[src/rtl/spi_burst_pkg.sv]
package spi_burst_pkg;
  localparam int REG_AW = 10;

  localparam logic [REG_AW-1:0] OFF_GCTL  = 10'h004;
  localparam logic [REG_AW-1:0] OFF_XCTL  = 10'h008;
  localparam logic [REG_AW-1:0] OFF_FCTL  = 10'h018;
  localparam logic [REG_AW-1:0] OFF_FSTAT = 10'h01C;
  localparam logic [REG_AW-1:0] OFF_CLK   = 10'h024;
  localparam logic [REG_AW-1:0] OFF_BCNT  = 10'h030;
  localparam logic [REG_AW-1:0] OFF_TCNT  = 10'h034;
  localparam logic [REG_AW-1:0] OFF_BCTL  = 10'h038;
  localparam logic [REG_AW-1:0] OFF_TXD   = 10'h200;
  localparam logic [REG_AW-1:0] OFF_RXD   = 10'h300;

  localparam int G_EN    = 0;
  localparam int G_MST   = 1;
  localparam int G_STALL = 7;
  localparam int G_SRST  = 31;

  localparam int X_CPHA  = 0;
  localparam int X_CPOL  = 1;
  localparam int X_LOW   = 2;
  localparam int X_SEL   = 4;
  localparam int X_MAN   = 6;
  localparam int X_LVL   = 7;
  localparam int X_GO    = 31;

  localparam int F_RXCLR = 15;
  localparam int F_TXCLR = 31;

  typedef enum logic [2:0] {
    EN_IDLE, EN_LOAD, EN_SHIFT, EN_PUSH, EN_FINISH
  } eng_state_t;
endpackage

[src/rtl/spi_byte_fifo.sv]
module spi_byte_fifo #(
  parameter int DEPTH = 64,
  parameter int W     = 8,
  localparam int AW   = $clog2(DEPTH),
  localparam int LW   = AW + 1
) (
  input  logic          clk,
  input  logic          rst_n,
  input  logic          clr,
  input  logic          in_valid,
  output logic          in_ready,
  input  logic [W-1:0]  in_data,
  output logic          out_valid,
  input  logic          out_ready,
  output logic [W-1:0]  out_data,
  output logic [LW-1:0] level
);
  localparam logic [LW-1:0] FULL_LVL = LW'(DEPTH);

  logic [W-1:0]  mem [DEPTH];
  logic [AW-1:0] wr_ptr, rd_ptr;
  logic          do_push, do_pop;

  assign in_ready  = (level != FULL_LVL);
  assign out_valid = (level != '0);
  assign out_data  = mem[rd_ptr];
  assign do_push   = in_valid && in_ready;
  assign do_pop    = out_valid && out_ready;

  always_ff @(posedge clk) begin
    if (do_push) mem[wr_ptr] <= in_data;
  end

  always_ff @(posedge clk or negedge rst_n) begin
    if (!rst_n) begin
      wr_ptr <= '0;
      rd_ptr <= '0;
      level  <= '0;
    end else if (clr) begin
      wr_ptr <= '0;
      rd_ptr <= '0;
      level  <= '0;
    end else begin
      if (do_push) wr_ptr <= wr_ptr + 1'b1;
      if (do_pop)  rd_ptr <= rd_ptr + 1'b1;
      case ({do_push, do_pop})
        2'b10:   level <= level + 1'b1;
        2'b01:   level <= level - 1'b1;
        default: level <= level;
      endcase
    end
  end
endmodule

[src/rtl/spi_shift_engine.sv]
module spi_shift_engine
  import spi_burst_pkg::*;
#(
  parameter int CNT_W = 24
) (
  input  logic             clk,
  input  logic             rst_n,
  input  logic             abort,
  input  logic             start,
  input  logic [CNT_W-1:0] byte_count,
  input  logic             cpol,
  input  logic             cpha,
  input  logic             stall_on_full,
  input  logic             tick,
  input  logic             tx_valid,
  output logic             tx_ready,
  input  logic [7:0]       tx_data,
  output logic             rx_valid,
  input  logic             rx_ready,
  output logic [7:0]       rx_data,
  input  logic             miso,
  output logic             sck,
  output logic             mosi,
  output logic             busy,
  output logic             done
);
  eng_state_t       state;
  logic [CNT_W-1:0] remain;
  logic [3:0]       edge_q;
  logic             phase_q;
  logic [7:0]       tx_sr, rx_sr;
  logic             mosi_q;
  logic [7:0]       load_byte;

  assign sck       = phase_q ^ cpol;
  assign mosi      = mosi_q;
  assign busy      = (state != EN_IDLE);
  assign done      = (state == EN_FINISH);
  assign tx_ready  = (state == EN_LOAD);
  assign rx_valid  = (state == EN_PUSH);
  assign rx_data   = rx_sr;
  assign load_byte = tx_valid ? tx_data : 8'h00;

  always_ff @(posedge clk or negedge rst_n) begin
    if (!rst_n) begin
      state   <= EN_IDLE;
      remain  <= '0;
      edge_q  <= '0;
      phase_q <= 1'b0;
      tx_sr   <= '0;
      rx_sr   <= '0;
      mosi_q  <= 1'b0;
    end else if (abort) begin
      state   <= EN_IDLE;
      remain  <= '0;
      edge_q  <= '0;
      phase_q <= 1'b0;
    end else begin
      case (state)
        EN_IDLE: begin
          if (start) begin
            remain <= byte_count;
            state  <= (byte_count == '0) ? EN_FINISH : EN_LOAD;
          end
        end
        EN_LOAD: begin
          if (!cpha) begin
            mosi_q <= load_byte[7];
            tx_sr  <= {load_byte[6:0], 1'b0};
          end else begin
            tx_sr  <= load_byte;
          end
          edge_q <= '0;
          state  <= EN_SHIFT;
        end
        EN_SHIFT: begin
          if (tick) begin
            phase_q <= ~phase_q;
            edge_q  <= edge_q + 1'b1;
            if (!edge_q[0]) begin
              if (!cpha) rx_sr <= {rx_sr[6:0], miso};
              else begin
                mosi_q <= tx_sr[7];
                tx_sr  <= {tx_sr[6:0], 1'b0};
              end
            end else begin
              if (cpha) rx_sr <= {rx_sr[6:0], miso};
              else if (edge_q != 4'd15) begin
                mosi_q <= tx_sr[7];
                tx_sr  <= {tx_sr[6:0], 1'b0};
              end
            end
            if (edge_q == 4'd15) begin
              remain <= remain - 1'b1;
              state  <= EN_PUSH;
            end
          end
        end
        EN_PUSH: begin
          if (rx_ready || !stall_on_full)
            state <= (remain == '0) ? EN_FINISH : EN_LOAD;
        end
        EN_FINISH: state <= EN_IDLE;
        default:   state <= EN_IDLE;
      endcase
    end
  end
endmodule

[src/rtl/spi_burst_master.sv]
module spi_burst_master
  import spi_burst_pkg::*;
#(
  parameter int DEPTH  = 64,
  parameter int CNT_W  = 24,
  parameter int NUM_CS = 4,
  localparam int LVL_W = $clog2(DEPTH) + 1,
  localparam int SEL_W = $clog2(NUM_CS)
) (
  input  logic              clk,
  input  logic              rst_n,
  input  logic              reg_sel,
  input  logic              reg_wr,
  input  logic [REG_AW-1:0] reg_addr,
  input  logic [31:0]       reg_wdata,
  output logic [31:0]       reg_rdata,
  input  logic              bit_tick,
  output logic [31:0]       clk_cfg,
  output logic              spi_sck,
  output logic              spi_mosi,
  input  logic              spi_miso,
  output logic [NUM_CS-1:0] spi_cs
);
  logic             en_q, mst_q, stall_q, srst_q;
  logic             cpha, cpol, cs_pol_low, cs_man, cs_lvl, xch_q;
  logic [SEL_W-1:0] cs_sel;
  logic             rxclr_q, txclr_q;
  logic [31:0]      clk_q;
  logic [CNT_W-1:0] bcnt_q, tcnt_q, bctl_q;

  logic wr_en, rd_en, start;
  logic [31:0] xctl_rd, rd_mux;

  logic             tx_in_ready, tx_out_valid, tx_out_ready;
  logic [7:0]       tx_head;
  logic [LVL_W-1:0] tx_lvl;
  logic             rx_in_valid, rx_in_ready, rx_out_valid, rx_pop;
  logic [7:0]       rx_in_data, rx_head;
  logic [LVL_W-1:0] rx_lvl;
  logic             eng_busy, eng_done, cs_on;

  assign wr_en   = reg_sel && reg_wr;
  assign rd_en   = reg_sel && !reg_wr;
  assign start   = wr_en && (reg_addr == OFF_XCTL) && reg_wdata[X_GO]
                   && en_q && mst_q && !xch_q && !srst_q;
  assign rx_pop  = rd_en && (reg_addr == OFF_RXD);
  assign clk_cfg = clk_q;

  always_ff @(posedge clk or negedge rst_n) begin
    if (!rst_n) begin
      en_q <= 1'b0; mst_q <= 1'b0; stall_q <= 1'b0; srst_q <= 1'b0;
      cpha <= 1'b0; cpol <= 1'b0; cs_pol_low <= 1'b0; cs_man <= 1'b0;
      cs_lvl <= 1'b0; cs_sel <= '0; xch_q <= 1'b0;
      rxclr_q <= 1'b0; txclr_q <= 1'b0;
      clk_q <= '0; bcnt_q <= '0; tcnt_q <= '0; bctl_q <= '0;
    end else begin
      srst_q  <= wr_en && (reg_addr == OFF_GCTL) && reg_wdata[G_SRST];
      rxclr_q <= wr_en && (reg_addr == OFF_FCTL) && reg_wdata[F_RXCLR];
      txclr_q <= wr_en && (reg_addr == OFF_FCTL) && reg_wdata[F_TXCLR];
      if (wr_en) begin
        case (reg_addr)
          OFF_GCTL: begin
            en_q    <= reg_wdata[G_EN];
            mst_q   <= reg_wdata[G_MST];
            stall_q <= reg_wdata[G_STALL];
          end
          OFF_XCTL: begin
            cpha       <= reg_wdata[X_CPHA];
            cpol       <= reg_wdata[X_CPOL];
            cs_pol_low <= reg_wdata[X_LOW];
            cs_sel     <= reg_wdata[X_SEL +: SEL_W];
            cs_man     <= reg_wdata[X_MAN];
            cs_lvl     <= reg_wdata[X_LVL];
          end
          OFF_CLK:  clk_q  <= reg_wdata;
          OFF_BCNT: bcnt_q <= reg_wdata[CNT_W-1:0];
          OFF_TCNT: tcnt_q <= reg_wdata[CNT_W-1:0];
          OFF_BCTL: bctl_q <= reg_wdata[CNT_W-1:0];
          default: ;
        endcase
      end
      if (srst_q || eng_done) xch_q <= 1'b0;
      else if (start)         xch_q <= 1'b1;
    end
  end

  always_comb begin
    xctl_rd                  = '0;
    xctl_rd[X_CPHA]          = cpha;
    xctl_rd[X_CPOL]          = cpol;
    xctl_rd[X_LOW]           = cs_pol_low;
    xctl_rd[X_SEL +: SEL_W]  = cs_sel;
    xctl_rd[X_MAN]           = cs_man;
    xctl_rd[X_LVL]           = cs_lvl;
    xctl_rd[X_GO]            = xch_q;
  end

  always_comb begin
    rd_mux = '0;
    case (reg_addr)
      OFF_GCTL: begin
        rd_mux[G_EN]    = en_q;
        rd_mux[G_MST]   = mst_q;
        rd_mux[G_STALL] = stall_q;
        rd_mux[G_SRST]  = srst_q;
      end
      OFF_XCTL: rd_mux = xctl_rd;
      OFF_FCTL: begin
        rd_mux[F_RXCLR] = rxclr_q;
        rd_mux[F_TXCLR] = txclr_q;
      end
      OFF_FSTAT: begin
        rd_mux[7:0]   = 8'(rx_lvl);
        rd_mux[23:16] = 8'(tx_lvl);
      end
      OFF_CLK:  rd_mux = clk_q;
      OFF_BCNT: rd_mux = 32'(bcnt_q);
      OFF_TCNT: rd_mux = 32'(tcnt_q);
      OFF_BCTL: rd_mux = 32'(bctl_q);
      OFF_RXD:  rd_mux = rx_out_valid ? {24'h0, rx_head} : 32'h0;
      default:  rd_mux = '0;
    endcase
  end

  always_ff @(posedge clk or negedge rst_n) begin
    if (!rst_n)     reg_rdata <= '0;
    else if (rd_en) reg_rdata <= rd_mux;
  end

  spi_byte_fifo #(.DEPTH(DEPTH), .W(8)) u_txf (
    .clk(clk), .rst_n(rst_n), .clr(txclr_q || srst_q),
    .in_valid(wr_en && (reg_addr == OFF_TXD)), .in_ready(tx_in_ready),
    .in_data(reg_wdata[7:0]),
    .out_valid(tx_out_valid), .out_ready(tx_out_ready), .out_data(tx_head),
    .level(tx_lvl)
  );

  spi_byte_fifo #(.DEPTH(DEPTH), .W(8)) u_rxf (
    .clk(clk), .rst_n(rst_n), .clr(rxclr_q || srst_q),
    .in_valid(rx_in_valid), .in_ready(rx_in_ready), .in_data(rx_in_data),
    .out_valid(rx_out_valid), .out_ready(rx_pop), .out_data(rx_head),
    .level(rx_lvl)
  );

  spi_shift_engine #(.CNT_W(CNT_W)) u_eng (
    .clk(clk), .rst_n(rst_n), .abort(srst_q), .start(start),
    .byte_count(bcnt_q), .cpol(cpol), .cpha(cpha), .stall_on_full(stall_q),
    .tick(bit_tick),
    .tx_valid(tx_out_valid), .tx_ready(tx_out_ready), .tx_data(tx_head),
    .rx_valid(rx_in_valid), .rx_ready(rx_in_ready), .rx_data(rx_in_data),
    .miso(spi_miso), .sck(spi_sck), .mosi(spi_mosi),
    .busy(eng_busy), .done(eng_done)
  );

  assign cs_on = cs_man ? !cs_lvl : xch_q;

  for (genvar i = 0; i < NUM_CS; i++) begin : g_cs
    logic line_on;
    assign line_on   = cs_on && (cs_sel == SEL_W'(i));
    assign spi_cs[i] = cs_pol_low ? !line_on : line_on;
  end
endmodule

[config.mk]
export PLATFORM = sky130hd
export DESIGN_NAME = spi_burst_master
export DESIGN_NICKNAME = d
export VERILOG_FILES = /design/src/rtl/spi_burst_pkg.sv /design/src/rtl/spi_byte_fifo.sv /design/src/rtl/spi_shift_engine.sv /design/src/rtl/spi_burst_master.sv
export SDC_FILE = /design/constraint.sdc
export NUM_CORES = 1
export LEC_CHECK = 0
export BUFFER_PORTS_ARGS = -buffer_cell sky130_fd_sc_hd__buf_2
export CORE_ASPECT_RATIO = 0.9
export CORE_UTILIZATION = 55
export CTS_CLUSTER_DIAMETER = 80
export DETAILED_ROUTE_END_ITERATION = 8
export PLACE_DENSITY = 0.71
export SYNTH_ARGS = -nofsm -noshare
export SYNTH_HDL_FRONTEND = slang
export SYNTH_SLANG_ARGS = --single-unit
[constraint.sdc]
create_clock -name clk -period 10.7 [get_ports clk]
set_input_delay 2.14 -clock clk [delete_from_list [all_inputs] [get_ports clk]]
set_output_delay 2.14 -clock clk [all_outputs]
set_load 0.005 [all_outputs]
======== Yosys cells after proc, flatten, opt, wreduce, memory -nomap -nowiden ========
Memory sizes are Yosys's and may differ from the RTL's.
Index checks and enable logic that the tools add are counted.
cells by class
  bitwise gates (word level) .............. 3
  $mul .................................... 0
  reduce and logical (&&, ||, !) cells .... 67
  shift operators ......................... 0
  $lt $le $gt $ge ......................... 0
  equal/unequal tests ..................... 36
  multiplexer cells ....................... 69
  div/mod/pow operators ................... 0
  add/subtract/negate cells ............... 10
operator list
  operator                 count
  $mux W24                 4
  $mux W8                  11
  $logic_not A24 Y1        2
  $mux W6                  8
  $pmux W24 S2             1
  $pmux W8 S6              1
  $pmux W7 S2              3
  $eq A10 B6 Y1 const B    4
  $pmux W5 S7              1
  $pmux W7 S5              1
  $add A6 B1 Y6 const B    4
  $sub A24 B1 Y24 const B  1
  $logic_and A1 B1 Y1      23
  $mux W3                  7
  $eq A10 B10 Y1 const B   2
  $eq A10 B5 Y1 const B    2
  $mux W1                  20
  $pmux W2 S8              1
  $pmux W8 S2              1
  $reduce_and A2 Y1        8
  $reduce_bool A2 Y1       8
  $add A7 B1 Y7 const B    2
  $mux W7                  2
  $ne A7 B7 Y1 const B     2
  other kinds (34)         66
word-level totals
  latch bits .............................. 0
  word-level logic and storage cells ...... 218
  input bits .............................. 48
  memories ................................ 2
  register bits ........................... 237
  RAM bits ................................ 1024
  memory bits (read-only) ................. 0
  output and inout port bits .............. 70
memory list
  memory     depth  bits a word  rd ports  clocked after Yosys merged registers in  wr ports  line                 RTL
  u_rxf.mem  64     8            1         0                                        1         spi_byte_fifo.sv:20  logic [W-1:0] mem [DEPTH];
  u_txf.mem  64     8            1         0                                        1         spi_byte_fifo.sv:20

======== Depth between registers and ports, before layout ========
  depth after elaboration ................. 10
  mapped depth ............................ 16
  depth with buffers taken out ............ 14

======== Modules after synthesis ========
From an unflattened synthesis, not the netlist that was laid out.
unflattened totals
  cell total of the unflattened synthesis .. 3144
  area, all modules ....................... 52427.8 sq um
by module, submodules not included
  module                  instances  seq. area each (sq um)  cells each  area an instance (sq um)
  spi_byte_fifo at u_rxf  1          15850.2                 1109        21065.2
  spi_byte_fifo at u_txf  1          15850.2                 1109        21060.2
  spi_burst_master        1          3753.6                  587         7084.3
  spi_shift_engine        1          1226.2                  339         3218.1

======== Worst setup path after synthesis ========
OpenSTA, ideal clock, no wires.
  path kind ............................... input -> register
  start point ............................. input reg_addr[5]
  end point ............................... register u_rxf.level[6]
  required time ........................... 10568 ps
  path buffers ............................ 1
  setup time .............................. 132 ps
  setup slack ............................. 5260 ps
  data arrival time ....................... 5309 ps
  stages .................................. 14
  cell sequence ........................... nor4_2 nand3_1 nor4_1 ha_1 clkbuf_1 xor2_1 ha_1 or3_1 a21oi_1 nor3_1 or3_1 a31oi_1 xnor2_1 nor2_1
between the ends
  cells in the longest elaborated chain, start to end .. 6
  elaborated cells between the ends (all ways) .. 8
  those cells by class .................... eq/ne (3); mux (2); reduce/logical (3)
ends and longest elaborated chain
  what                                          line                    RTL
  from (decl)                                   spi_burst_master.sv:14  input logic [REG_AW-1:0] reg_addr,
  $eq A10 B10 Y1 *                              spi_burst_master.sv:46  assign rx_pop = rd_en && (reg_addr == OFF_RXD);
  $logic_and A1 B1 Y1 *                         spi_burst_master.sv:46
  $logic_and A1 B1 Y1 *                         spi_byte_fifo.sv:28     assign do_pop = out_valid && out_ready;
  $eq A2 B1 Y1 or $eq A2 B2 Y1 (tied branches)  spi_byte_fifo.sv:46     case ({do_push, do_pop})
  $pmux W7 S2                                   spi_byte_fifo.sv:46
  $mux W7                                       spi_byte_fifo.sv:39     end else if (clr) begin
  to (signal assigned)                          spi_byte_fifo.sv:47     2'b10: level <= level + 1'b1;
  to (signal assigned)                          spi_byte_fifo.sv:48     2'b01: level <= level - 1'b1;
  to (signal assigned)                          spi_byte_fifo.sv:49     default: level <= level;
  to (decl)                                     spi_byte_fifo.sv:16     output logic [LW-1:0] level
Mark *: on every way between the ends. The rest lies on a longest branch, timed or not.
A chain may end at the register's enable or synchronous reset.

======== Worst setup path in the final report ========
Same ends and word-level chain as after synthesis.

==> metrics.csv <==
metric,value,unit
GR met1 Demand/Resource,38.2,%
final RePlAce weighted congestion,0.909,
run status,"complete, no violations",
Critical Path Start Type,input pin,
IO Pins,118,
largest cells by area after synthesis,"edfxtp_1, mux4_2, dfrtp_1, mux2_2, nor2_1",
most instantiated cells after synthesis,"edfxtp_1, mux4_2, nor2_1",
dpl cell area,53000,um^2
"setup slack, reg-to-reg",5.80,ns
total power,0.00964,W
Area growth syn-to-layout,11.1,%
slowest CP cell,nor4_1,
Die Area,94400,um^2
GRT met2 Usage,40.1,%
RSZ-0062 raised after global routing,false,
Tot GR Track Use,25.9,%
Required @ worst endpoint,11.26,ns
fmax,0.176,GHz
TritonCTS clock tree,done,
clock root buffer,clkbuf_16,
clk slew on worst S/H paths,0.06,ns
H-tree levels,3,
clock tree buffer depth,3,
number of synthesized flops with an enable pin,1024,
effective utilization at floorplan,55.9,%
min-delay worst type,reg2reg,
fraction of registers with async set/reset,18.8,%
Routed WL per cell,27.8,um
dpl hpwl,73200,um
cell accounting for the most synthesized area,edfxtp_1,
Synth Flop Type,edfxtp_1,
max cap viols,0,
dominant cell by count in the synthesized netlist,edfxtp_1,
Layout Nets,3072,
clk_lat worst skew,0.72,ns
die height,292,um
Synth Area per Inst,17.6,um^2
Non-Filler Instances,4341,
Die Span X,324,um
cts bufs inserted,119,
crit end category,flop,
Pwr Density,169,nW/um^2
vias in the first global route,27900,
Post-Syn Instances,2905,
DRC,0,
final wirelength,121000,um
via count,28200,
worst-margin pin slew,1.34,ns
largest net degree at the start of global routing,115,
IO Port Bufs,117,
Clock Skew,0.0370,ns
antenna cells,0,
CTS Hold Bufs,0,
leakage power,17.6,nW
post-route ant nets,0,
max_slew headroom,10.7,%
via/cell ratio,6.49,
register area share after synthesis,71.6,%
Max Slew Vio Count,0,
area share of the largest cell type after synthesis,60.0,%
max incr delay on CP,0.98,ns
Post-Syn Nets,2965,
Hold WS,0.485,ns
endpoints failing setup,0,
fin crit period,5.69,ns
num rows,105,
DR pass1 iterations,5,
Seq cells post-synth,1261,
total gr overflow,0,
first-pass GRT wire length,181000,um
Synth cell types,76,
layout cell share with drive strength beyond 1,23.7,%
clk sinks,1261,
core area,91700,um^2
Crit path arrival time,6.25,ns
Post-CTS Setup Bufs,0,
YS warnings,0,
Crit Path Max Fanout,10,
# fillers,6393,
post-CTS resize count,0,
maximum VDD drop,0.000157,V
setup_tns,0,ns
final period utilization,53.2,%
worst-path cell chain,"buf_2, nor4_2, nand3_1, nor4_1, ha_1, xor2_1, ha_1, or3_1, a21oi_1, nor3_1, or3_1, a31oi_1, xnor2_1, nor2_1",
initial detailed-routing violation count,3649,
synthesized cell area,51200,um^2
met3 usage,4.07,%
initial antenna violation count,4,
GRT Max-Usage Layer,met2,
Placed Instances,4121,
post-route cell area,57000,um^2
WS Path Type,in2reg,
endpoints failing hold,0,
[cell type report]
class                      instances  area [um^2]  area share (%)
clock buffer                     144         3140            5.52
clock inverter                    76          795            1.40
inverter                          24         90.1           0.158
multi-input combinational       1455        13800            24.2
sequential                      1261        36700            64.5
tap                             1230         1540            2.70
timing repair buffer             151          876            1.54
[where the power goes]
group          total [W]  internal, W  switching, W
combinational   0.000116    0.0000280     0.0000883
clock            0.00423      0.00241       0.00182
sequential       0.00529      0.00528    0.00000876
[worst max-delay path, delay by kind of cell]
family	cells	cell delay, ns
and+or+nand+nor	7	2.51
buffers and inverters	1	0.15
AOI/OAI and AO/OA	2	0.40
adders and majority gates	2	0.79
xor gates and xnor gates	2	0.26
[state kept, by name (all words and copies together) (netlist names), 24 cells and up]
name / cells
bctl_q: 24
bcnt_q: 24
u_rxf.mem: 512
u_eng.remain: 24
reg_rdata: 32
clk_cfg: 32
u_txf.mem: 512
tcnt_q: 24
[layout by cell type, fill, tap and decap left out, types with 16 or more instances in the layout]
| cell | count |
|---|---|
| nor2_1 | 252 |
| xor2_1 | 23 |
| nor3_1 | 24 |
| clkinv_2 | 29 |
| mux2_1 | 29 |
| o22ai_1 | 17 |
| inv_1 | 22 |
| buf_2 | 116 |
| mux4_2 | 271 |
| a21oi_1 | 72 |
| clkbuf_1 | 19 |
| nand2_1 | 126 |
| dfrtp_1 | 224 |
| a22oi_1 | 48 |
| mux2_2 | 96 |
| buf_4 | 32 |
| nand3_1 | 41 |
| clkbuf_16 | 120 |
| o21ai_1 | 42 |
| xnor2_1 | 23 |
| o21ai_0 | 52 |
| a31oi_1 | 18 |
| edfxtp_1 | 1024 |
| mux2i_1 | 71 |
| a211oi_1 | 16 |
| clkinv_1 | 21 |
| a222oi_1 | 16 |
| nand2b_1 | 17 |
[logic make-up after synthesis]
group,share of synthesized area [%]
AO/OA/AOI/OAI,4.23
XOR/XNOR,0.786
adder cells (fa/ha/maj),0.293
buffers and inverters,1.56
flip-flops,71.6
multiplexers,16.0
AND/OR/NAND/NOR,5.51
[metal layers]
metal	vias to the layer above	share of wire, %
li1	11800	-
met1	14700	41
met2	1476	48
met3	248	8.1
met4	2	3.1
met5	-	0.0099
[per-stage QoR]
stage / worst slack, ns / utilization, %
detailed placement: 4.40 / 57.8
global placement: 4.58 / 57.8
CTS: 5.11 / 62.1
finish: 5.01 / 62.1
floorplan: 5.26 / -
global route: 4.71 / 62.1
[final timing paths]
| check | from | endpoint | cells past startpoint |
|---|---|---|---|
| max in group asynchronous | rst_n | u_rxf.rd_ptr[0] | 2 |
| min in group asynchronous | rst_n | u_txf.wr_ptr[5] | 1 |
| worst min-delay path | reg_rdata[24] | reg_rdata[24] | 2 |
| worst max-delay path | reg_addr[5] | u_rxf.level[6] | 14 |
| worst max register to register | u_txf.level[4] | u_txf.level[6] | 12 |
| worst min register to register | reg_rdata[24] | reg_rdata[24] | 2 |
(Power assumes the default switching activity.)
